$ cat src/rtl/omega_pkg.sv
package omega_pkg;

  typedef enum logic {
    SW_PASS  = 1'b0,
    SW_CROSS = 1'b1
  } sw_mode_e;

  // Left rotation of a lane index over a field of the given width.
  function automatic int unsigned rotl_idx(int unsigned idx, int unsigned bits);
    int unsigned top;
    top = (idx >> (bits - 1)) & 1;
    return ((idx << 1) & ((1 << bits) - 1)) | top;
  endfunction

endpackage

$ cat src/rtl/omega_switch.sv
module omega_switch
  import omega_pkg::*;
#(
  parameter int N   = 3,
  parameter int W   = 16,
  parameter int BIT = 2
) (
  input  logic         clk,
  input  logic         rst_n,
  input  logic         a_v,
  input  logic [N-1:0] a_dst,
  input  logic [N-1:0] a_src,
  input  logic [W-1:0] a_dat,
  input  logic         b_v,
  input  logic [N-1:0] b_dst,
  input  logic [N-1:0] b_src,
  input  logic [W-1:0] b_dat,
  output logic         y0_v,
  output logic [N-1:0] y0_dst,
  output logic [N-1:0] y0_src,
  output logic [W-1:0] y0_dat,
  output logic         y1_v,
  output logic [N-1:0] y1_dst,
  output logic [N-1:0] y1_src,
  output logic [W-1:0] y1_dat,
  output logic         drop_v,
  output logic [N-1:0] drop_src
);

  sw_mode_e mode;
  logic     a_port, b_port, clash, b_go;

  always_comb begin
    a_port = a_dst[BIT];
    b_port = b_dst[BIT];
    clash  = a_v && b_v && (a_port == b_port);
    b_go   = b_v && !clash;
    // The even input sets the mode whenever it carries a message.
    if (a_v)      mode = a_port ? SW_CROSS : SW_PASS;
    else if (b_v) mode = b_port ? SW_PASS  : SW_CROSS;
    else          mode = SW_PASS;
  end

  always_comb begin
    if (mode == SW_PASS) begin
      y0_v = a_v;  y0_dst = a_dst; y0_src = a_src; y0_dat = a_dat;
      y1_v = b_go; y1_dst = b_dst; y1_src = b_src; y1_dat = b_dat;
    end else begin
      y0_v = b_go; y0_dst = b_dst; y0_src = b_src; y0_dat = b_dat;
      y1_v = a_v;  y1_dst = a_dst; y1_src = a_src; y1_dat = a_dat;
    end
    drop_v   = clash;
    drop_src = b_src;
  end

  // switch setting agrees with the source/destination bit comparison
  p_mode_rule_a_r2: assert property (@(posedge clk) disable iff (!rst_n)
    a_v |-> ((mode == SW_CROSS) == (a_src[BIT] != a_dst[BIT])));
  p_mode_rule_b_r2: assert property (@(posedge clk) disable iff (!rst_n)
    (b_v && !a_v) |-> ((mode == SW_CROSS) == (b_src[BIT] != b_dst[BIT])));

  // on a clash the even-input message leaves on one of the outputs
  p_low_wins_r4: assert property (@(posedge clk) disable iff (!rst_n)
    (a_v && b_v && (a_dst[BIT] == b_dst[BIT])) |->
      ((y0_v && y0_src == a_src) || (y1_v && y1_src == a_src)));

endmodule

$ cat src/rtl/omega_stage.sv
module omega_stage
  import omega_pkg::*;
#(
  parameter int P   = 8,
  parameter int N   = 3,
  parameter int W   = 16,
  parameter int STG = 0
) (
  input  logic         clk,
  input  logic         rst_n,
  input  logic [P-1:0] in_v,
  input  logic [N-1:0] in_dst [P],
  input  logic [N-1:0] in_src [P],
  input  logic [W-1:0] in_dat [P],
  input  logic [P-1:0] in_blk,
  output logic [P-1:0] q_v,
  output logic [N-1:0] q_dst  [P],
  output logic [N-1:0] q_src  [P],
  output logic [W-1:0] q_dat  [P],
  output logic [P-1:0] q_blk
);

  localparam int HALF = P / 2;
  localparam int BIT  = N - 1 - STG;
  localparam int PW   = STG + 1;

  logic [P-1:0] sh_v;
  logic [N-1:0] sh_dst [P];
  logic [N-1:0] sh_src [P];
  logic [W-1:0] sh_dat [P];

  logic [P-1:0] nx_v;
  logic [N-1:0] nx_dst [P];
  logic [N-1:0] nx_src [P];
  logic [W-1:0] nx_dat [P];
  logic [P-1:0] nx_blk;

  logic [HALF-1:0] drop_v;
  logic [N-1:0]    drop_src [HALF];

  // Perfect shuffle wiring ahead of the switch column.
  for (genvar i = 0; i < P; i++) begin : g_shuffle
    localparam int unsigned TO = rotl_idx(i, N);
    assign sh_v[TO]   = in_v[i];
    assign sh_dst[TO] = in_dst[i];
    assign sh_src[TO] = in_src[i];
    assign sh_dat[TO] = in_dat[i];
  end

  for (genvar k = 0; k < HALF; k++) begin : g_sw
    omega_switch #(.N(N), .W(W), .BIT(BIT)) u_sw (
      .clk     (clk),
      .rst_n   (rst_n),
      .a_v     (sh_v[2*k]),
      .a_dst   (sh_dst[2*k]),
      .a_src   (sh_src[2*k]),
      .a_dat   (sh_dat[2*k]),
      .b_v     (sh_v[2*k+1]),
      .b_dst   (sh_dst[2*k+1]),
      .b_src   (sh_src[2*k+1]),
      .b_dat   (sh_dat[2*k+1]),
      .y0_v    (nx_v[2*k]),
      .y0_dst  (nx_dst[2*k]),
      .y0_src  (nx_src[2*k]),
      .y0_dat  (nx_dat[2*k]),
      .y1_v    (nx_v[2*k+1]),
      .y1_dst  (nx_dst[2*k+1]),
      .y1_src  (nx_src[2*k+1]),
      .y1_dat  (nx_dat[2*k+1]),
      .drop_v  (drop_v[k]),
      .drop_src(drop_src[k])
    );
  end

  // Next state of the per-source blocked mask.
  always_comb begin
    nx_blk = in_blk;
    for (int k = 0; k < HALF; k++) begin
      if (drop_v[k]) nx_blk[drop_src[k]] = 1'b1;
    end
  end

  // Control registers: reset.
  always_ff @(posedge clk or negedge rst_n) begin
    if (!rst_n) begin
      q_v   <= '0;
      q_blk <= '0;
    end else begin
      q_v   <= nx_v;
      q_blk <= nx_blk;
    end
  end

  // Datapath registers: no reset, loaded only when the lane carries a message.
  always_ff @(posedge clk) begin
    for (int j = 0; j < P; j++) begin
      if (nx_v[j]) begin
        q_dst[j] <= nx_dst[j];
        q_src[j] <= nx_src[j];
        q_dat[j] <= nx_dat[j];
      end
    end
  end

  // after this stage the low lane-index bits match the used destination bits
  for (genvar j = 0; j < P; j++) begin : g_chk
    localparam int JP = j % (1 << PW);
    p_lane_prefix_r2: assert property (@(posedge clk) disable iff (!rst_n)
      q_v[j] |-> (q_dst[j][N-1 -: PW] == PW'(JP)));
  end

  // every message entering a stage either leaves it or is flagged blocked
  p_conserve_r5: assert property (@(posedge clk) disable iff (!rst_n)
    $past(rst_n) |->
      ($countones(q_v) + $countones(q_blk) ==
       $past($countones(in_v) + $countones(in_blk))));

endmodule

$ cat src/rtl/omega_net.sv
module omega_net #(
  parameter int P = 8,
  parameter int W = 16
) (
  input  logic                      clk,
  input  logic                      rst_n,
  input  logic [P-1:0]              in_valid,
  input  logic [P*$clog2(P)-1:0]    in_dst,
  input  logic [P*W-1:0]            in_data,
  output logic [P-1:0]              out_valid,
  output logic [P*W-1:0]            out_data,
  output logic [P*$clog2(P)-1:0]    out_src,
  output logic [P-1:0]              out_blocked
);

  localparam int N = $clog2(P);

  logic [1:0] rst_sync;
  logic       rst_q_n;

  logic [P-1:0] v_c   [N+1];
  logic [N-1:0] dst_c [N+1][P];
  logic [N-1:0] src_c [N+1][P];
  logic [W-1:0] dat_c [N+1][P];
  logic [P-1:0] blk_c [N+1];

  // Reset asserts at once and releases on the second clock edge.
  always_ff @(posedge clk or negedge rst_n) begin
    if (!rst_n) rst_sync <= 2'b00;
    else        rst_sync <= {rst_sync[0], 1'b1};
  end
  assign rst_q_n = rst_sync[1];

  // Unpack the flat input lanes.
  assign v_c[0]   = in_valid;
  assign blk_c[0] = '0;
  for (genvar i = 0; i < P; i++) begin : g_in
    assign dst_c[0][i] = in_dst[i*N +: N];
    assign src_c[0][i] = N'(i);
    assign dat_c[0][i] = in_data[i*W +: W];
  end

  for (genvar s = 0; s < N; s++) begin : g_stage
    omega_stage #(.P(P), .N(N), .W(W), .STG(s)) u_stage (
      .clk   (clk),
      .rst_n (rst_q_n),
      .in_v  (v_c[s]),
      .in_dst(dst_c[s]),
      .in_src(src_c[s]),
      .in_dat(dat_c[s]),
      .in_blk(blk_c[s]),
      .q_v   (v_c[s+1]),
      .q_dst (dst_c[s+1]),
      .q_src (src_c[s+1]),
      .q_dat (dat_c[s+1]),
      .q_blk (blk_c[s+1])
    );
  end

  assign out_valid   = v_c[N];
  assign out_blocked = blk_c[N];
  for (genvar j = 0; j < P; j++) begin : g_out
    assign out_data[j*W +: W] = dat_c[N][j];
    assign out_src[j*N +: N]  = src_c[N][j];

    // a delivered message sits on the lane named by its destination
    p_dest_match_r2: assert property (@(posedge clk) disable iff (!rst_q_n)
      out_valid[j] |-> (dst_c[N][j] == N'(j)));

    // a source is never both delivered and blocked in one wave
    p_no_dual_r5: assert property (@(posedge clk) disable iff (!rst_q_n)
      out_valid[j] |-> !out_blocked[src_c[N][j]]);
  end

endmodule

$ cat config.mk
export PLATFORM = sky130hd
export DESIGN_NAME = omega_net
export DESIGN_NICKNAME = d
export VERILOG_FILES = /design/src/rtl/omega_pkg.sv /design/src/rtl/omega_switch.sv /design/src/rtl/omega_stage.sv /design/src/rtl/omega_net.sv
export SDC_FILE = /design/constraint.sdc
export NUM_CORES = 1
export LEC_CHECK = 0
export CAP_MARGIN = 20
export CORE_MARGIN = 5
export CORE_UTILIZATION = 55
export DETAILED_ROUTE_END_ITERATION = 10
export GPL_TIMING_DRIVEN = 0
export PLACE_DENSITY = 0.81
export SLEW_MARGIN = 20
export SYNTH_ARGS = -nofsm -noshare
export SYNTH_HDL_FRONTEND = slang
export SYNTH_SLANG_ARGS = --single-unit
$ cat constraint.sdc
create_clock -name clk -period 1.52 [get_ports clk]
set_input_delay 0.304 -clock clk [delete_from_list [all_inputs] [get_ports clk]]
set_output_delay 0.304 -clock clk [all_outputs]
set_load 0.01 [all_outputs]
---- Yosys cells after proc, flatten, opt, wreduce, memory -nomap -nowiden ----
Cells that the tools add are included.
word-level totals
  bits in registers ....................... 530
  bits of input ports ..................... 162
  output and inout port bits .............. 168
cells by class
  reduce and logical (&&, ||, !) cells .... 56
  bitwise gates (word level) .............. 8
  multiplexer cells ....................... 164
  $lt $le $gt $ge ......................... 16
  eq/ne operators ......................... 12
operator list
  cell                                                                    number
  16-bit two-way mux                                                      24
  1-bit two-way mux                                                       88
  3-bit two-way mux                                                       24
  8-bit two-way mux                                                       9
  8-bit bitwise OR                                                        8
  1-bit logical AND                                                       44
  3-bit by 4-bit < comparator with 1-bit output (second input constant)   8
  1-bit demux with 3-bit select                                           8
  3-bit by 1-bit >= comparator with 1-bit output (second input constant)  8
  2-bit two-way mux                                                       8
  1-bit equality test                                                     12
  1-bit logical NOT                                                       12
  7-bit two-way mux                                                       1
  6-bit two-way mux                                                       1
  5-bit two-way mux                                                       1

---- Logic depth before layout (Yosys ltp) ----
  depth in word-level cells ............... 12
  depth in mapped cells ................... 6

---- Hierarchy ----
Synthesis repeated with hierarchy kept, for this count alone.
second synthesis, totals
  cell total of the unflattened synthesis .. 1476
  area, all modules ....................... 25665.9 µm²
by module, submodules not included
  module                            cells each  area an instance (µm²)  seq. area each (µm²)  instances
  omega_switch                      62          628.1                   0.0                   12
  omega_stage (g_stage[0].u_stage)  243         6029.5                  5685.5                1
  omega_stage (g_stage[1].u_stage)  241         6022.0                  5685.5                1
  omega_stage (g_stage[2].u_stage)  244         6019.5                  5685.5                1
  omega_net                         4           57.6                    50.0                  1

---- Least setup slack after synthesis ----
Ideal clock, no wire load.
  kind .................................... reg2reg
  start point ............................. register g_stage[1].u_stage.q_v[0]
  end point ............................... register g_stage[2].u_stage.q_dat[112] in the netlist's numbering, enable pin
  period minus slack after synthesis ...... 1879 ps
  arrival ................................. 1476 ps
  data required time ...................... 1116 ps
  slack ................................... -359 ps
  cell stages (with the launch flop) ...... 3
  cells stage by stage .................... dfrtp_1 > inv_1 > o22ai_1
between the ends
  longest elaborated chain between the ends .. 5
  elaborated cells on any way between the ends .. 6
ends and longest elaborated chain
  what                                      RTL line            text
  from (decl)                               omega_stage.sv:16   output logic [P-1:0] q_v,
  from (signal assigned)                    omega_stage.sv:89   q_v <= nx_v;
  1-bit logical AND (2 in series)           omega_switch.sv:36  clash = a_v && b_v && (a_port == b_port);
  1-bit logical NOT                         omega_switch.sv:37  b_go = b_v && !clash;
  1-bit logical AND                         omega_switch.sv:37
  1-bit two-way mux *                       omega_switch.sv:45  if (mode == SW_PASS) begin
  via g_stage[2].u_stage.g_sw[0].u_sw.y0_v  omega_switch.sv:18  output logic y0_v,
  to (signal, indexed assignment)           omega_stage.sv:100  q_dat[j] <= nx_dat[j];
  to (decl)                                 omega_stage.sv:19   output logic [W-1:0] q_dat [P],
Mark *: on every way through the listed nets, which the timed path passes. The rest lies on a longest branch.
A chain may end at the register's enable or synchronous reset.

---- Worst setup path after layout ----
  start point ............................. register g_stage[0].u_stage.q_dst[10] in the netlist's numbering
  end point ............................... register g_stage[1].u_stage.q_dat[102] in the netlist's numbering, data pin
between the ends
  longest elaborated chain between the ends .. 4
ends and longest elaborated chain
  what                                           RTL line            text
  from (decl)                                    omega_stage.sv:17   output logic [N-1:0] q_dst [P],
  from (signal, indexed assignment)              omega_stage.sv:98   q_dst[j] <= nx_dst[j];
  1-bit two-way mux (2 in series)                omega_switch.sv:40  else if (b_v) mode = b_port ? SW_PASS : SW_CROSS;
  1-bit two-way mux                              omega_switch.sv:39  if (a_v) mode = a_port ? SW_CROSS : SW_PASS;
  16-bit two-way mux                             omega_switch.sv:45
  via g_stage[1].u_stage.g_sw[0].u_sw.y1_dat[6]  omega_switch.sv:25  output logic [W-1:0] y1_dat,
  to (signal, indexed assignment)                omega_stage.sv:100
  to (decl)                                      omega_stage.sv:19
The timed path passes the listed nets, and every way through them passes these cells.

==> results.txt <==
The element type at the critical path end is a flip-flop. The share of flip-flops with an asynchronous set or reset after synthesis came out at 0.08617. The die covers 0.04442 sq mm. The worst setup path is of the reg2reg kind. The worst hold path passes through 3 cells. The gate count of the mapped netlist is 1263.

The area growth from synthesis to final layout is 37.87%. The total routing resource utilization after global routing is 0.3039. The quantity of I/O buffers inserted on ports is 328. The finished cells cover 0.03057 sq mm. The number of core rows is 73. Among all flip-flop cells after synthesis, the most frequent one is sky130_fd_sc_hd__edfxtp_1. The final hold violation count is 0.

The total wire length came out at 72730 um. The wire length of the first global-routing pass is 97350 um. The first-iteration detailed-routing DRC count came out at 1683. The half-perimeter wire length after detailed placement came out at 44590 um. The flow ran to the end, but the final reports show violations. The final core utilization is 0.7676. In the final design database the tool counted 1855 nets. Timing would allow up to 0.5542 GHz. The largest net degree at the start of global routing is 42. The core region is 0.03982 sq mm. The clock arrives with 0.01619 ns of skew. The post-detailed-route via-to-cell ratio is 6.169.

The leakage dissipation is 0.01249 uW. The height of the die is 210.8 um. The number of nets handed over by synthesis was 1425. For the finished layout, the period the worst path requires is 1.804 ns. The number of enable flip-flop cells after synthesis is 456.

The number of global-route vias before repair was 14000. IR analysis of the VDD net gives a maximum drop of 875.2 uV. The count of clock tree sinks came out at 499. The clock passes through at most 3 buffers. The worst pin sits at a relative slew slack of 0.3905. In the synthesized netlist, the cells that appear most often are 456 x sky130_fd_sc_hd__edfxtp_1, 343 x sky130_fd_sc_hd__mux2_2, 142 x sky130_fd_sc_hd__buf_4, 49 x sky130_fd_sc_hd__mux2_1, 43 x sky130_fd_sc_hd__dfrtp_1. The area share of the largest cell type after synthesis came out at 0.6176.

The max-slew violation count came out at 0. At the worst endpoint, the required time is 1.85 ns. The die span in x came out at 210.8 um.

The final worst-path setup slack came out at -0.2844 ns. The final reports fail on setup timing. The clock insertion delay at the later pin of the skew report is 0.59 ns.

The average footprint of a synthesized cell is 17.55 sq um. In this run the power spent charging and discharging nets is 13640 uW. The number of clock buffers added by TritonCTS is 51. The last weighted congestion value of the routability-driven placer is 0.9167.

The DRC violation count after routing came out at 0. After synthesis, the cell types taking the most area are sky130_fd_sc_hd__edfxtp_1 62%, sky130_fd_sc_hd__mux2_2 17%, sky130_fd_sc_hd__dfrtp_1 4.9%. After detailed placement, the total cell area comes to 0.02668 sq mm. The number of antenna violations at the first check in global routing came out at 10. The depth of the CTS H-tree came out at 2. Clock tree synthesis selected as its root buffer the cell sky130_fd_sc_hd__clkbuf_16. The I/O pin count is 330. The share of layout cells above drive strength 1 is 0.5397. Yosys printed 0 warnings. STA puts the critical path data arrival time at 2.13 ns. The clock share of power came out at 0.258. In this run the most used layer during global routing was met2. The total internal power came out at 34780 uW.

The transition at the pin with the smallest max-transition slack is 0.9142 ns. The number of library cell types mapped by synthesis came out at 32. The cell area that synthesis handed to floorplanning was 0.02217 sq mm. The starting utilization of the core area is 0.5567. The min-delay analysis places its worst path in the category in2reg. In this run the power density over the cells is 1584 mW/mm^2. For the worst flop-to-flop path, the logic depth is 6. The global-route met1 utilization is 0.4041. Of the total power, combinational logic draws 0.300.

The leftover overflow at the end of global routing came out at 0. Of the synthesized area, sequential elements account for 0.6662. The max-capacitance violation count is 0. The count of nets left with antenna violations once routing finished came out at 0. For met2 alone, demand over resource in global routing was 0.5047. The worst setup path is launched from a flip-flop. The part of the power in registers came out at 0.442.

Setup repair after global routing could not meet its margin everywhere. Setup violations remaining at the end of the flow were counted as 379. The global routing met3 resource utilization is 0.05674. The post-synthesis register bit count came out at 499. The largest total area in the synthesized netlist belongs to sky130_fd_sc_hd__edfxtp_1. The TritonCTS clock tree is done. The maximum fanout along the worst path is 5.

The final worst-path cycle share came out at 1.187. The wire length per cell after detailed routing is 32.10 um. The clock transition at the register clock pins on the worst setup and hold paths after CTS came out at 0.06 ns. The vias after detailed routing came out at 13980. The number of search-and-repair iterations in the first detailed-routing pass is 7. The proportion of total power due to net switching came out at 0.2817. The most frequent cell after synthesis is sky130_fd_sc_hd__edfxtp_1.
-- routing by layer --
metal	vias up	wire [um]
met2	1054	35240
met3	195	7674
met1	7138	26320
met4	10	3434
li1	5581	-
met5	-	65
-- layout make-up --
class                           instances  area [sq um]
Tap cell                              525         656.9
Antenna cell                            5         12.51
Multi-Input combinational cell        549          7219
Buffer                                 67         828.3
Clock buffer                           74          1483
Clock inverter                         22         193.9
Timing Repair Buffer                  486          5243
Inverter                               39         150.1
Fill cell                            2134          9256
Sequential cell                       499         14780
-- layout by cell type (no fill, tap or decap), types with 21 or more instances in the layout --
master | synthesis | final
sky130_fd_sc_hd__dfrtp_1 | 43 | 36
sky130_fd_sc_hd__clkdlybuf4s15_1 | 0 | 21
sky130_fd_sc_hd__mux2_2 | 343 | 138
sky130_fd_sc_hd__clkbuf_16 | 0 | 55
sky130_fd_sc_hd__buf_4 | 142 | 114
sky130_fd_sc_hd__buf_12 | 2 | 42
sky130_fd_sc_hd__buf_6 | 29 | 152
sky130_fd_sc_hd__edfxtp_1 | 456 | 456
sky130_fd_sc_hd__inv_1 | 39 | 38
sky130_fd_sc_hd__clkdlybuf4s50_1 | 0 | 152
sky130_fd_sc_hd__mux2_4 | 40 | 287
-- critical path, stage by stage (launching register included) --
cell and delay [ns]:
sky130_fd_sc_hd__edfxtp_1 0.46, sky130_fd_sc_hd__nor3b_4 0.28, sky130_fd_sc_hd__a21oi_2 0.08, sky130_fd_sc_hd__buf_6 0.16
sky130_fd_sc_hd__buf_12 0.13, sky130_fd_sc_hd__buf_12 0.13, sky130_fd_sc_hd__mux2_4 0.31
-- sequential cells by signal (all words and copies together) (netlist names) --
register and cells:
g_stage.u_stage.q_dat 384, rst_sync 2, g_stage.u_stage.q_dst 24, g_stage.u_stage.q_src 48, g_stage.u_stage.q_blk 17, g_stage.u_stage.q_v 24
-- metrics by stage --
step / hold slack, ns / total power (uW) / setup TNS [ns] / cells / setup WS [ns]
floorplan: 0.008409 / 27590 / -3.273 / 1263 / -0.04603
global placement: 0.3346 / 33360 / -316.04 / 2116 / -0.9105
detailed placement: 0.3373 / 33750 / -283.57 / 2116 / -0.9796
CTS: 0.2352 / 47850 / -23.69 / 2286 / -0.1761
global route: 0.1398 / 49730 / -54.43 / 2265 / -0.3179
finish: 0.1546 / 48420 / -48.09 / 2266 / -0.2844
-- power by group through the flow --
stage | clock network, uW | logic [uW] | registers, uW
4_1_cts | 12400 | 14300 | 21100
5_1_grt | 13200 | 14900 | 21600
3_3_place_gp | 0 | 12200 | 21100
3_5_place_dp | 0 | 12500 | 21300
6_report | 12500 | 14500 | 21400
2_1_floorplan | 0 | 7210 | 20400
-- cell families (layout without fill, tap and decap cells) --
logic type,count (synthesis),after routing,synth area share
DFF,499,499,0.6662
muxes,432,432,0.2262
buffers and inverters,224,688,0.07393
and+or+nand+nor,48,48,0.01456
AOI/OAI and AO/OA,46,55,0.01405
xor gates and xnor gates,12,12,0.004741
other,2,7,0.0003387
-- worst paths after layout --
| check | from | to | slack [ns] |
|---|---|---|---|
| worst max-delay path | g_stage[0].u_stage.q_dst[10]$_DFFE_PP_ | g_stage[1].u_stage.q_dat[102]$_DFFE_PP_ | -0.28 |
| worst min register to register | rst_sync[0]$_DFF_PN0_ | rst_sync[1]$_DFF_PN0_ | 0.35 |
| max in group asynchronous | rst_sync[1]$_DFF_PN0_ | g_stage[0].u_stage.q_v[1]$_DFF_PN0_ | 0.60 |
| min in group asynchronous | rst_sync[1]$_DFF_PN0_ | g_stage[2].u_stage.q_v[0]$_DFF_PN0_ | 0.37 |
| worst max register to register | g_stage[0].u_stage.q_dst[10]$_DFFE_PP_ | g_stage[1].u_stage.q_dat[102]$_DFFE_PP_ | -0.28 |
| worst min-delay path | in_valid[7] | g_stage[0].u_stage.q_blk[7]$_DFF_PN0_ | 0.15 |
-- repair_timing --
| action | 4_1_cts | 5_1_grt |
|---|---|---|
| endpoints found under the hold margin | 2 | 0 |
| cloned | 31 | 7 |
| gates resized for setup | 962 | 145 |
| hold buffers | 1 | 0 |
| pin swaps | 12 | 14 |
| endpoints found under the setup margin | 885 | 670 |
| setup buffers | 103 | 48 |
No activity file was read; power rests on OpenSTA's default activity.
